`src/rtl/sweep_tuner_pkg.sv`:
```
package sweep_tuner_pkg;

  typedef enum logic [2:0] {
    ST_IDLE   = 3'd0,
    ST_APPLY  = 3'd1,
    ST_TEST   = 3'd2,
    ST_EVAL   = 3'd3,
    ST_SETTLE = 3'd4
  } sweepState_t;

  // strobes from the sequencer to the datapath
  typedef struct packed {
    logic beginRun;    // clear run state, load value 0, raise update flag
    logic stepNext;    // advance index, load it, raise update flag
    logic loadCentre;  // load centre of best run, raise update flag
    logic clearUpd;    // drop the update flag
    logic trialPass;   // extend current run
    logic trialFail;   // break current run
  } sweepCmd_t;

  localparam int CTRL_W   = 16;
  localparam int UPD_BIT  = 15;
  localparam int TUNE_LSB = 8;
  localparam int MODE_W   = 3;

  function automatic logic modeIsLegal(input logic [MODE_W-1:0] code);
    case (code)
      3'd0, 3'd2, 3'd3, 3'd4, 3'd5, 3'd6: return 1'b1;
      default:                             return 1'b0;
    endcase
  endfunction

endpackage

```
`src/rtl/sweep_datapath.sv`:
```
module sweep_datapath
  import sweep_tuner_pkg::*;
#(
  parameter int TUNE_W        = 6,
  parameter int SWEEP_LEN     = 40,
  parameter int APPLY_TIMEOUT = 250
) (
  input  logic                clk,
  input  logic                rstN,
  input  sweepCmd_t           cmd,
  input  logic                modeWe,
  input  logic [MODE_W-1:0]   modeIn,
  output logic                isLast,
  output logic                noPass,
  output logic                applyTimeout,
  output logic [CTRL_W-1:0]   ctrlReg
);

  localparam int LAST  = SWEEP_LEN - 1;
  localparam int CNT_W = $clog2(SWEEP_LEN + 1);
  localparam int TMR_W = $clog2(APPLY_TIMEOUT + 1);

  logic [TUNE_W-1:0] idx, tune, endIdx, centre;
  logic              upd;
  logic [TMR_W-1:0]  timer;
  logic [CNT_W-1:0]  curRun, bestRun, nextRun;
  logic [MODE_W-1:0] mode;
  logic              anyLoad;

  assign nextRun = curRun + 1'b1;
  assign centre  = endIdx - TUNE_W'(bestRun >> 1);
  assign anyLoad = cmd.beginRun | cmd.stepNext | cmd.loadCentre;

  // index, tune value and update flag
  always_ff @(posedge clk or negedge rstN) begin
    if (!rstN) begin
      idx  <= '0;
      tune <= '0;
      upd  <= 1'b0;
    end else begin
      if (cmd.beginRun) begin
        idx  <= '0;
        tune <= '0;
        upd  <= 1'b1;
      end else if (cmd.stepNext) begin
        idx  <= idx + 1'b1;
        tune <= idx + 1'b1;
        upd  <= 1'b1;
      end else if (cmd.loadCentre) begin
        tune <= centre;
        upd  <= 1'b1;
      end else if (cmd.clearUpd) begin
        upd  <= 1'b0;
      end
    end
  end

  // update wait timer
  always_ff @(posedge clk or negedge rstN) begin
    if (!rstN)        timer <= '0;
    else if (anyLoad) timer <= '0;
    else if (upd)     timer <= timer + 1'b1;
  end

  // run tracking
  always_ff @(posedge clk or negedge rstN) begin
    if (!rstN) begin
      curRun  <= '0;
      bestRun <= '0;
      endIdx  <= '0;
    end else if (cmd.beginRun) begin
      curRun  <= '0;
      bestRun <= '0;
      endIdx  <= '0;
    end else if (cmd.trialPass) begin
      curRun <= nextRun;
      if (nextRun > bestRun) begin
        bestRun <= nextRun;
        endIdx  <= idx;
      end
    end else if (cmd.trialFail) begin
      curRun <= '0;
    end
  end

  // mode field
  always_ff @(posedge clk or negedge rstN) begin
    if (!rstN)                               mode <= '0;
    else if (modeWe && modeIsLegal(modeIn))  mode <= modeIn;
  end

  assign isLast       = (idx == TUNE_W'(LAST));
  assign noPass       = (bestRun == '0);
  assign applyTimeout = upd && (timer == TMR_W'(APPLY_TIMEOUT - 1));

  always_comb begin
    ctrlReg                         = '0;
    ctrlReg[UPD_BIT]                = upd;
    ctrlReg[TUNE_LSB +: TUNE_W]     = tune;
    ctrlReg[MODE_W-1:0]             = mode;
  end

  AST_TUNE_IN_RANGE: assert property (@(posedge clk) disable iff (!rstN)
    tune <= TUNE_W'(LAST));
  AST_RUN_BOUNDED: assert property (@(posedge clk) disable iff (!rstN)
    curRun <= bestRun);
  AST_LOAD_RAISES_UPD: assert property (@(posedge clk) disable iff (!rstN)
    anyLoad |=> upd);
  AST_MODE_LEGAL: assert property (@(posedge clk) disable iff (!rstN)
    modeIsLegal(mode));

endmodule

```
`src/rtl/sweep_ctrl.sv`:
```
module sweep_ctrl
  import sweep_tuner_pkg::*;
(
  input  logic      clk,
  input  logic      rstN,
  input  logic      startReq,
  input  logic      cardIsEmmc,
  input  logic      hs200Op,
  input  logic      phyAck,
  input  logic      testDone,
  input  logic      testPass,
  input  logic      isLast,
  input  logic      noPass,
  input  logic      applyTimeout,
  output sweepCmd_t cmd,
  output logic      testReq,
  output logic      doneOut,
  output logic      errOut
);

  sweepState_t state, nextState;
  logic setDone, setErr, clrStat;

  always_comb begin
    nextState = state;
    cmd       = '0;
    setDone   = 1'b0;
    setErr    = 1'b0;
    clrStat   = 1'b0;
    unique case (state)
      ST_IDLE: begin
        if (startReq) begin
          if (cardIsEmmc && hs200Op) begin
            cmd.beginRun = 1'b1;
            clrStat      = 1'b1;
            nextState    = ST_APPLY;
          end else begin
            setErr = 1'b1;
          end
        end
      end
      ST_APPLY: begin
        if (phyAck) begin
          cmd.clearUpd = 1'b1;
          nextState    = ST_TEST;
        end else if (applyTimeout) begin
          cmd.clearUpd  = 1'b1;
          cmd.trialFail = 1'b1;
          nextState     = ST_EVAL;
        end
      end
      ST_TEST: begin
        if (testDone) begin
          cmd.trialPass = testPass;
          cmd.trialFail = !testPass;
          nextState     = ST_EVAL;
        end
      end
      ST_EVAL: begin
        if (isLast) begin
          if (noPass) begin
            setErr    = 1'b1;
            nextState = ST_IDLE;
          end else begin
            cmd.loadCentre = 1'b1;
            nextState      = ST_SETTLE;
          end
        end else begin
          cmd.stepNext = 1'b1;
          nextState    = ST_APPLY;
        end
      end
      ST_SETTLE: begin
        if (phyAck) begin
          cmd.clearUpd = 1'b1;
          setDone      = 1'b1;
          nextState    = ST_IDLE;
        end else if (applyTimeout) begin
          cmd.clearUpd = 1'b1;
          setErr       = 1'b1;
          nextState    = ST_IDLE;
        end
      end
      default: nextState = ST_IDLE;
    endcase
  end

  always_ff @(posedge clk or negedge rstN) begin
    if (!rstN) begin
      state   <= ST_IDLE;
      doneOut <= 1'b0;
      errOut  <= 1'b0;
    end else begin
      state <= nextState;
      if (clrStat) begin
        doneOut <= 1'b0;
        errOut  <= 1'b0;
      end else if (setDone) begin
        doneOut <= 1'b1;
      end else if (setErr) begin
        errOut  <= 1'b1;
        doneOut <= 1'b0;
      end
    end
  end

  assign testReq = (state == ST_TEST);

  AST_REQ_HELD: assert property (@(posedge clk) disable iff (!rstN)
    (testReq && !testDone) |=> testReq);
  AST_STATUS_EXCL: assert property (@(posedge clk) disable iff (!rstN)
    !(doneOut && errOut));
  AST_QUIET_IN_SWEEP: assert property (@(posedge clk) disable iff (!rstN)
    (state == ST_APPLY || state == ST_TEST || state == ST_EVAL) |-> (!doneOut && !errOut));
  AST_BUSY_START_IGNORED: assert property (@(posedge clk) disable iff (!rstN)
    (state != ST_IDLE && startReq) |-> !cmd.beginRun);

endmodule

```
`src/rtl/sweep_tuner.sv`:
```
module sweep_tuner
  import sweep_tuner_pkg::*;
#(
  parameter int TUNE_W        = 6,
  parameter int SWEEP_LEN     = 40,
  parameter int APPLY_TIMEOUT = 250
) (
  input  logic        clk,
  input  logic        rstN,
  input  logic        startReq,
  input  logic        cardIsEmmc,
  input  logic        hs200Op,
  input  logic        modeWe,
  input  logic [2:0]  modeIn,
  input  logic        phyAck,
  input  logic        testDone,
  input  logic        testPass,
  output logic [15:0] ctrlReg,
  output logic        testReq,
  output logic        doneOut,
  output logic        errOut
);

  sweepCmd_t cmd;
  logic isLast, noPass, applyTimeout;

  sweep_ctrl u_ctrl (
    .clk(clk), .rstN(rstN), .startReq(startReq), .cardIsEmmc(cardIsEmmc),
    .hs200Op(hs200Op), .phyAck(phyAck), .testDone(testDone), .testPass(testPass),
    .isLast(isLast), .noPass(noPass), .applyTimeout(applyTimeout),
    .cmd(cmd), .testReq(testReq), .doneOut(doneOut), .errOut(errOut)
  );

  sweep_datapath #(
    .TUNE_W(TUNE_W), .SWEEP_LEN(SWEEP_LEN), .APPLY_TIMEOUT(APPLY_TIMEOUT)
  ) u_dp (
    .clk(clk), .rstN(rstN), .cmd(cmd), .modeWe(modeWe), .modeIn(modeIn),
    .isLast(isLast), .noPass(noPass), .applyTimeout(applyTimeout), .ctrlReg(ctrlReg)
  );

  AST_NO_TEST_WHILE_UPD: assert property (@(posedge clk) disable iff (!rstN)
    testReq |-> !ctrlReg[UPD_BIT]);

endmodule

```
`config.mk`:
```
export PLATFORM = sky130hd
export DESIGN_NAME = sweep_tuner
export DESIGN_NICKNAME = d
export VERILOG_FILES = /design/src/rtl/sweep_tuner_pkg.sv /design/src/rtl/sweep_datapath.sv /design/src/rtl/sweep_ctrl.sv /design/src/rtl/sweep_tuner.sv
export SDC_FILE = /design/constraint.sdc
export NUM_CORES = 1
export LEC_CHECK = 0
export BUFFER_PORTS_ARGS = -buffer_cell sky130_fd_sc_hd__buf_2
export CAP_MARGIN = 20
export CORE_AREA = 2 2 71 73
export CTS_CLUSTER_DIAMETER = 60
export DETAILED_ROUTE_END_ITERATION = 10
export DIE_AREA = 0 0 73 75
export HOLD_SLACK_MARGIN = 0.05
export PLACE_DENSITY = 0.8
export SLEW_MARGIN = 20
export SYNTH_ARGS = -nofsm -noshare
export SYNTH_HDL_FRONTEND = slang
export SYNTH_SLANG_ARGS = --single-unit
```
`constraint.sdc`:
```
create_clock -name clk -period 5 [get_ports clk]
set_input_delay 0.25 -clock clk [delete_from_list [all_inputs] [get_ports clk]]
set_output_delay 0.25 -clock clk [all_outputs]
set_load 0.02 [all_outputs]
```
==> results.toml, run 1 <==
[place]
postPlaceCellArea_sq_um = 2830
io_buffers = 24
gp_congestion = 0.810
dp_hpwl_mm = 3.77

[synth]
synth_top_cells_by_area = "dfrtp_1 (43%), ha_1 (6.8%), nand2_1 (4.0%)"
synth-async-reset-ratio_pct = 100
seq_area_frac_synth_pct = 42.8
yosysWarnings = 0
yosysMostFrequentCell = "dfrtp_1"
synth_top_flop_cell = "dfrtp_1"
synth_edf_count = 0
synth_area_per_cell_sq_um = 9.71
ys_types = 53
yosysTopAreaCellShare_pct = 42.8
synth_largest_area_cell = "dfrtp_1"
netlist_area_sq_um = 2750
ys_top_cells_by_count = "dfrtp_1 (47), nand2_1 (29), nor2_1 (25)"
synthCells = 283
ys_ff_latch = 47

[finish]
fillers = 397
layout-drive-gt1-share_pct = 12.6
postLayoutCoreUtil_pct = 64.0
antenna_cells = 0
area_growth_syn_to_layout_pct = 8.47
layout.nets = 329
seq_area_sq_um = 1180
final_area_sq_um = 2980
multi_input_area_sq_um = 1420

[setup_path]
r2r_slack_ps = 2200
cp_cell_sequence = "ha_1 -> nand3_1 -> xnor2_1 -> ha_1 -> and4_1 -> and3_1 -> a211oi_4 -> o21ai_0"
crit_path_end_kind = "register"
worstPathArrival_ps = 2950
crit_type = "reg -> reg"
cp.required_ps = 5150
ff2ff_path_depth = 8
cp_slowest_stage_delay_ps = 640
cp_common_cell = "ha_1"
cp-start-kind = "register"
crit_path_top_delay_cell = "a211oi_4"
critPathBufInv = 0
worst-path-max-fanout = 23
critPathTopFamily = "compound AO/OA/AOI/OAI gates"
r2r-end = "u_dp.endIdx[4]"
r2r-start = "u_dp.curRun[0]"

[floorplanning]
fp-row-count = 25
die_area_sq_um = 5480
dieWidth_um = 73
core_sq_um = 4660
start_util_pct = 59.0
io_pins = 31
die_h_um = 75

[run]
max_cap_violations = 0

[routing]
vias_per_cell = 5.81
firstDrtPassIters = 4
drcViolationCount = 0
routed_wl_mm = 5.26
drt_first_iter_violations = 95
wire_per_inst_um = 14.8
vias = 2068
antenna_left = 0

[power_and_ir_drop]
vdd_drop_max_mv = 0.304
power.density_nw_per_um2 = 596
p_leak_uw = 0.00138
finalPower_uw = 1780

[worst_hold_path]
holdCritPathClass = "in -> reg"
hold_depth = 2
hold_path_end = "u_dp.mode[2]"
hp-start = "modeIn[1]"

[clocking]
cts_inserted_buffers = 5
cts_root_buf = "clkbuf_8"
clk_pin_slew_ps = 90
htreeDepth = 2
clock_latency_ps = 310
clock_path_buffers = 2
cts_resized = 0
clock_sinks = 47
cts_tree = "done"
post_cts_buffers = 0

[global_routing]
grt_max_degree = 48
grt_first_pass_wirelength_mm = 8.77
gr-total-overflow = 0
antenna_found_initial = 0
track_usage_pct = 21.0
grt_pass1_vias = 1960

[sta]
post-route-min-period_ps = 2800
relSlewSlack_pct = 38.1
finalHoldViolCount = 0
tightest_slew_ps = 929
fmax_mhz = 357
fin_setup_tns_ps = 0
setup_viol = 0
post-route-period-util_pct = 56.0
clock_skew_ps = 8.59
rsz0062_at_grt = "false"
slew_violations = 0

[outcome]
outcome = "finished clean"
==> metrics by stage <==
step / cells / hold WS, ps / worst slack [ps]
3_3_place_gp: 347 / 463 / 2340
2_1_floorplan: 288 / -45.6 / 2770
4_1_cts: 355 / 150 / 2200
6_report: 356 / 175 / 2200
3_5_place_dp: 347 / 469 / 2210
5_1_grt: 356 / 192 / 1920
==> kinds of logic after synthesis <==
group | share of synthesized area, %
other | 0.136
buffers and inverters | 6.33
AOI/OAI and AO/OA | 16.2
and+or+nand+nor | 16.9
muxes | 2.69
xor gates and xnor gates | 7.33
adders and majority gates | 7.56
DFF | 42.8
==> worst reg2reg max path: stages, from the launching register on <==
cell and delay, ps:
dfrtp_1 430, ha_1 240, nand3_1 110, xnor2_1 270, ha_1 330, and4_1 200, and3_1 210, a211oi_4 640
o21ai_0 230
==> final cells by class <==
| cell class | instances | area share, % |
|---|---|---|
| clock buffers | 5 | 2.31 |
| clock inverters | 3 | 2.27 |
| inverters | 12 | 1.51 |
| multi-input cells | 210 | 47.8 |
| flip-flops and latches | 47 | 39.4 |
| well taps | 54 | 2.27 |
| repair buffers | 25 | 4.45 |
==> state kept, by name (all words and copies together) (netlist names) <==
signal and cells:
u_dp.bestRun 6, u_dp.curRun 6, u_dp.endIdx 6, u_dp.timer 8
u_dp.mode 3, u_ctrl.errOut 1, u_dp.tune 6, u_dp.idx 6
u_ctrl.doneOut 1, u_ctrl.state 3, u_dp.upd 1
==> power by group <==
| part | internal, uW | leakage, uW | total (uW) | switching, uW |
|---|---|---|---|---|
| Sequential | 504 | 0.000619 | 646 | 142 |
| Combinational | 353 | 0.000694 | 799 | 446 |
| Clock | 199 | 0.0000644 | 333 | 134 |
==> what timing repair did <==
| action | in CTS | in global routing |
|---|---|---|
| setup endpoints to repair | 0 | 0 |
| endpoints found under the hold margin | 0 | 47 |
| hold buffers | 0 | 1 |
==> layout by cell type, fill, tap and decap left out, drive strengths merged, types with 2 or more instances in the layout <==
master / count
a211oi: 7
a21o: 3
a21oi: 13
a221oi: 2
a22o: 4
and3: 4
and4: 2
buf: 24
bufinv: 2
clkbuf: 5
conb: 6
dfrtp: 47
ha: 15
inv: 12
mux2: 3
mux2i: 4
nand2: 30
nand2b: 2
nand3: 12
nand4: 4
nor2: 25
nor2b: 3
nor3: 4
o21ai: 15
o22ai: 2
o31ai: 9
or3: 2
xnor2: 12
xor2: 11
==> worst max-delay path by stage <==
| stage | start | endpoint | slack [ps] | depth (start not counted) |
|---|---|---|---|---|
| global route | u_dp.curRun[0] | u_dp.endIdx[4] | 1920 | 8 |
| global placement | u_dp.curRun[0] | u_dp.endIdx[4] | 2340 | 8 |
| floorplan | u_dp.curRun[0] | u_dp.endIdx[1] | 2770 | 9 |
| detailed placement | u_dp.curRun[0] | u_dp.endIdx[4] | 2210 | 8 |
| finish | u_dp.curRun[0] | u_dp.endIdx[4] | 2200 | 8 |
| CTS | u_dp.curRun[0] | u_dp.endIdx[4] | 2200 | 8 |
==> routing by layer <==
layer | wire (um) | vias to the layer above | part of all wire, % | track usage (%)
met1 | 2480 | 999 | 47 | 26.7
li1 | - | 1023 | - | -
met5 | 0 | - | 0 | 0
met3 | 212 | 7 | 4.0 | 4.15
met4 | 71 | 0 | 1.4 | 7.61
met2 | 2490 | 39 | 47 | 36.0
Note: power is estimated with default switching activity, not from simulation.
==> run 2, diff against run 1 <==
--- a/config.mk
+++ b/config.mk
@@ -7,12 +7,12 @@
 export LEC_CHECK = 0
 export BUFFER_PORTS_ARGS = -buffer_cell sky130_fd_sc_hd__buf_2
 export CAP_MARGIN = 20
-export CORE_AREA = 2 2 71 73
+export CORE_AREA = 2 2 72 74
 export CTS_CLUSTER_DIAMETER = 60
 export DETAILED_ROUTE_END_ITERATION = 10
-export DIE_AREA = 0 0 73 75
+export DIE_AREA = 0 0 74 76
 export HOLD_SLACK_MARGIN = 0.05
-export PLACE_DENSITY = 0.8
+export PLACE_DENSITY = 0.78
 export SLEW_MARGIN = 20
 export SYNTH_ARGS = -nofsm -noshare
 export SYNTH_HDL_FRONTEND = slang
==> constraint.sdc (replaced) <==
create_clock -name clk -period 2.89 [get_ports clk]
set_input_delay 0.1445 -clock clk [delete_from_list [all_inputs] [get_ports clk]]
set_output_delay 0.1445 -clock clk [all_outputs]
set_load 0.02 [all_outputs]
==> run 2 against run 1 <==
- cell count is 6.5% higher
- cell area is 2.2% higher
- clock skew is 2.8 ps lower
- critical path depth is 1 higher
- clock power is 72% higher
- total power is 75% higher
- first-iteration DRC count is 53% higher
- count of clock-buffer cells in the layout stayed put
- critical path type unchanged
- via count is 1.3% higher
==> results.toml, run 2 (synthesized netlist as in run 1, its figures left out) <==
[outcome]
outcome = "finished clean"

[setup_path]
cp.required_ps = 3090
crit_type = "reg -> reg"
r2r-start = "u_dp.curRun[0]"
r2r-end = "u_dp.bestRun[1]"
r2r_slack_ps = 420
critPathTopFamily = "compound AO/OA/AOI/OAI gates"
crit_path_end_kind = "register"
path_depth = 9
worstPathArrival_ps = 2670
cp-start-kind = "register"
cp_slowest_stage_delay_ps = 430
cp_common_cell = "ha_1"
ff2ff_path_depth = 9
worst-path-max-fanout = 16
crit_path_top_delay_cell = "dfrtp_1"
cp_cell_sequence = "ha_1 -> nand3_1 -> xnor2_1 -> ha_1 -> a41o_1 -> a21oi_1 -> a211oi_4 -> buf_4 -> o31ai_1"
critPathBufInv = 1

[sta]
tightest_slew_ps = 821
relSlewSlack_pct = 45.3
clock_skew_ps = 5.83
post-route-period-util_pct = 85.4
setup_viol = 0
finalHoldViolCount = 0
post-route-min-period_ps = 2470
slew_violations = 0
rsz0062_at_grt = "false"
fmax_mhz = 405
fin_setup_tns_ps = 0

[global_routing]
antenna_found_initial = 0
track_usage_pct = 21.6
gr-total-overflow = 0
grt_first_pass_wirelength_mm = 9.52
grt_max_degree = 48
grt_pass1_vias = 2009

[place]
dp_hpwl_mm = 4.01
postPlaceCellArea_sq_um = 2900
numPlacedInstances = 370
io_buffers = 24
gp_congestion = 0.858

[floorplanning]
die_h_um = 76
dieWidth_um = 74
start_util_pct = 56.0
die_area_sq_um = 5620
core_sq_um = 4910
io_pins = 31
fp-row-count = 26

[finish]
layout.cells.non_filler = 379
final_area_sq_um = 3050
largest-register = "u_dp.timer"
layout.nets = 336
final_cell_mix = "dfrtp_1 (47), nand2_1 (29), nor2_1 (25)"
area_growth_syn_to_layout_pct = 10.9
postLayoutCoreUtil_pct = 62.0
antenna_cells = 0
largest_reg_flops = 8
final_common_cell = "dfrtp_1"
layout-drive-gt1-share_pct = 14.6

[power_and_ir_drop]
p_leak_uw = 0.00141
vdd_drop_max_mv = 0.516
power_frac_clock_pct = 18.4
p_seq_share_pct = 35.8
p_int_uw = 1850
switching_share_pct = 40.6
power.density_nw_per_um2 = 1020
switchingPower_uw = 1260
power_frac_comb_pct = 45.8

[run]
max_cap_violations = 0

[clocking]
hold_buffers = 0
clock_path_buffers = 2
htreeDepth = 2
clock_latency_ps = 300
post_cts_buffers = 0
cts_inserted_buffers = 5
clock_sinks = 47
cts_tree = "done"
clk_pin_slew_ps = 90
cts_resized = 0
cts_root_buf = "clkbuf_8"

[worst_hold_path]
hold_path_end = "u_dp.mode[2]"
hp-start = "modeIn[1]"
holdCritPathClass = "in -> reg"
hold_depth = 2

[routing]
antenna_left = 0
drt_first_iter_violations = 145
firstDrtPassIters = 4
vias = 2094
wire_per_inst_um = 14.7
vias_per_cell = 5.53
routed_wl_mm = 5.55
drcViolationCount = 0
==> run 2: changes by cell type in the layout (fill, tap and decap cells not counted), sizes merged <==
| cell | change |
|---|---|
| buf | +7 |
==> run 2: worst max path at each step <==
stage | startpoint | endpoint | slack (ps)
after global routing | u_dp.curRun[0] | u_dp.bestRun[1] | 200
after detailed placement | u_dp.curRun[0] | u_dp.bestRun[4] | 480
after floorplan | u_dp.curRun[0] | u_dp.endIdx[1] | 660
final | u_dp.curRun[0] | u_dp.bestRun[1] | 420
after global placement | u_dp.curRun[0] | u_dp.bestRun[0] | 620
after CTS | u_dp.curRun[0] | u_dp.bestRun[1] | 410
==> run 2: power groups by stage <==
stage | Clock, uW | Sequential (uW) | Combinational [uW]
finish | 573 | 1110 | 1420
global route | 613 | 1160 | 1600
global placement | 0 | 1120 | 1380
floorplan | 0 | 1080 | 1120
CTS | 585 | 1110 | 1430
detailed placement | 0 | 1120 | 1420
==> run 2: final cells by class <==
class | instances | area, sq um
fill | 404 | 1860
multi-input combinational | 210 | 1420
sequential | 47 | 1180
timing repair buffer | 32 | 185
tap | 70 | 87.6
clock buffer | 5 | 68.8
clock inverter | 3 | 67.6
inverter | 12 | 45.0
==> run 2: metrics by stage <==
stage	total power, uW	setup WS [ps]	hold WS (ps)
floorplan	2200	663	-151
global placement	2490	620	385
detailed placement	2540	479	384
CTS	3130	412	62.4
global route	3370	201	77.8
finish	3110	422	67.0
==> run 2: layer usage <==
layer	share of wire, %	GRT usage [%]	vias up
met5	0	0	-
met4	1.1	5.82	0
met1	47	30.6	1017
met3	3.5	4.63	7
li1	-	-	1040
met2	48	33.5	30
==> run 2: worst reg2reg max path, cell delays in order, from the launching register on <==
cell      delay, ps
dfrtp_1         430
ha_1            240
nand3_1         110
xnor2_1         260
ha_1            310
a41o_1          220
a21oi_1         260
a211oi_4        110
buf_4           200
o31ai_1         220
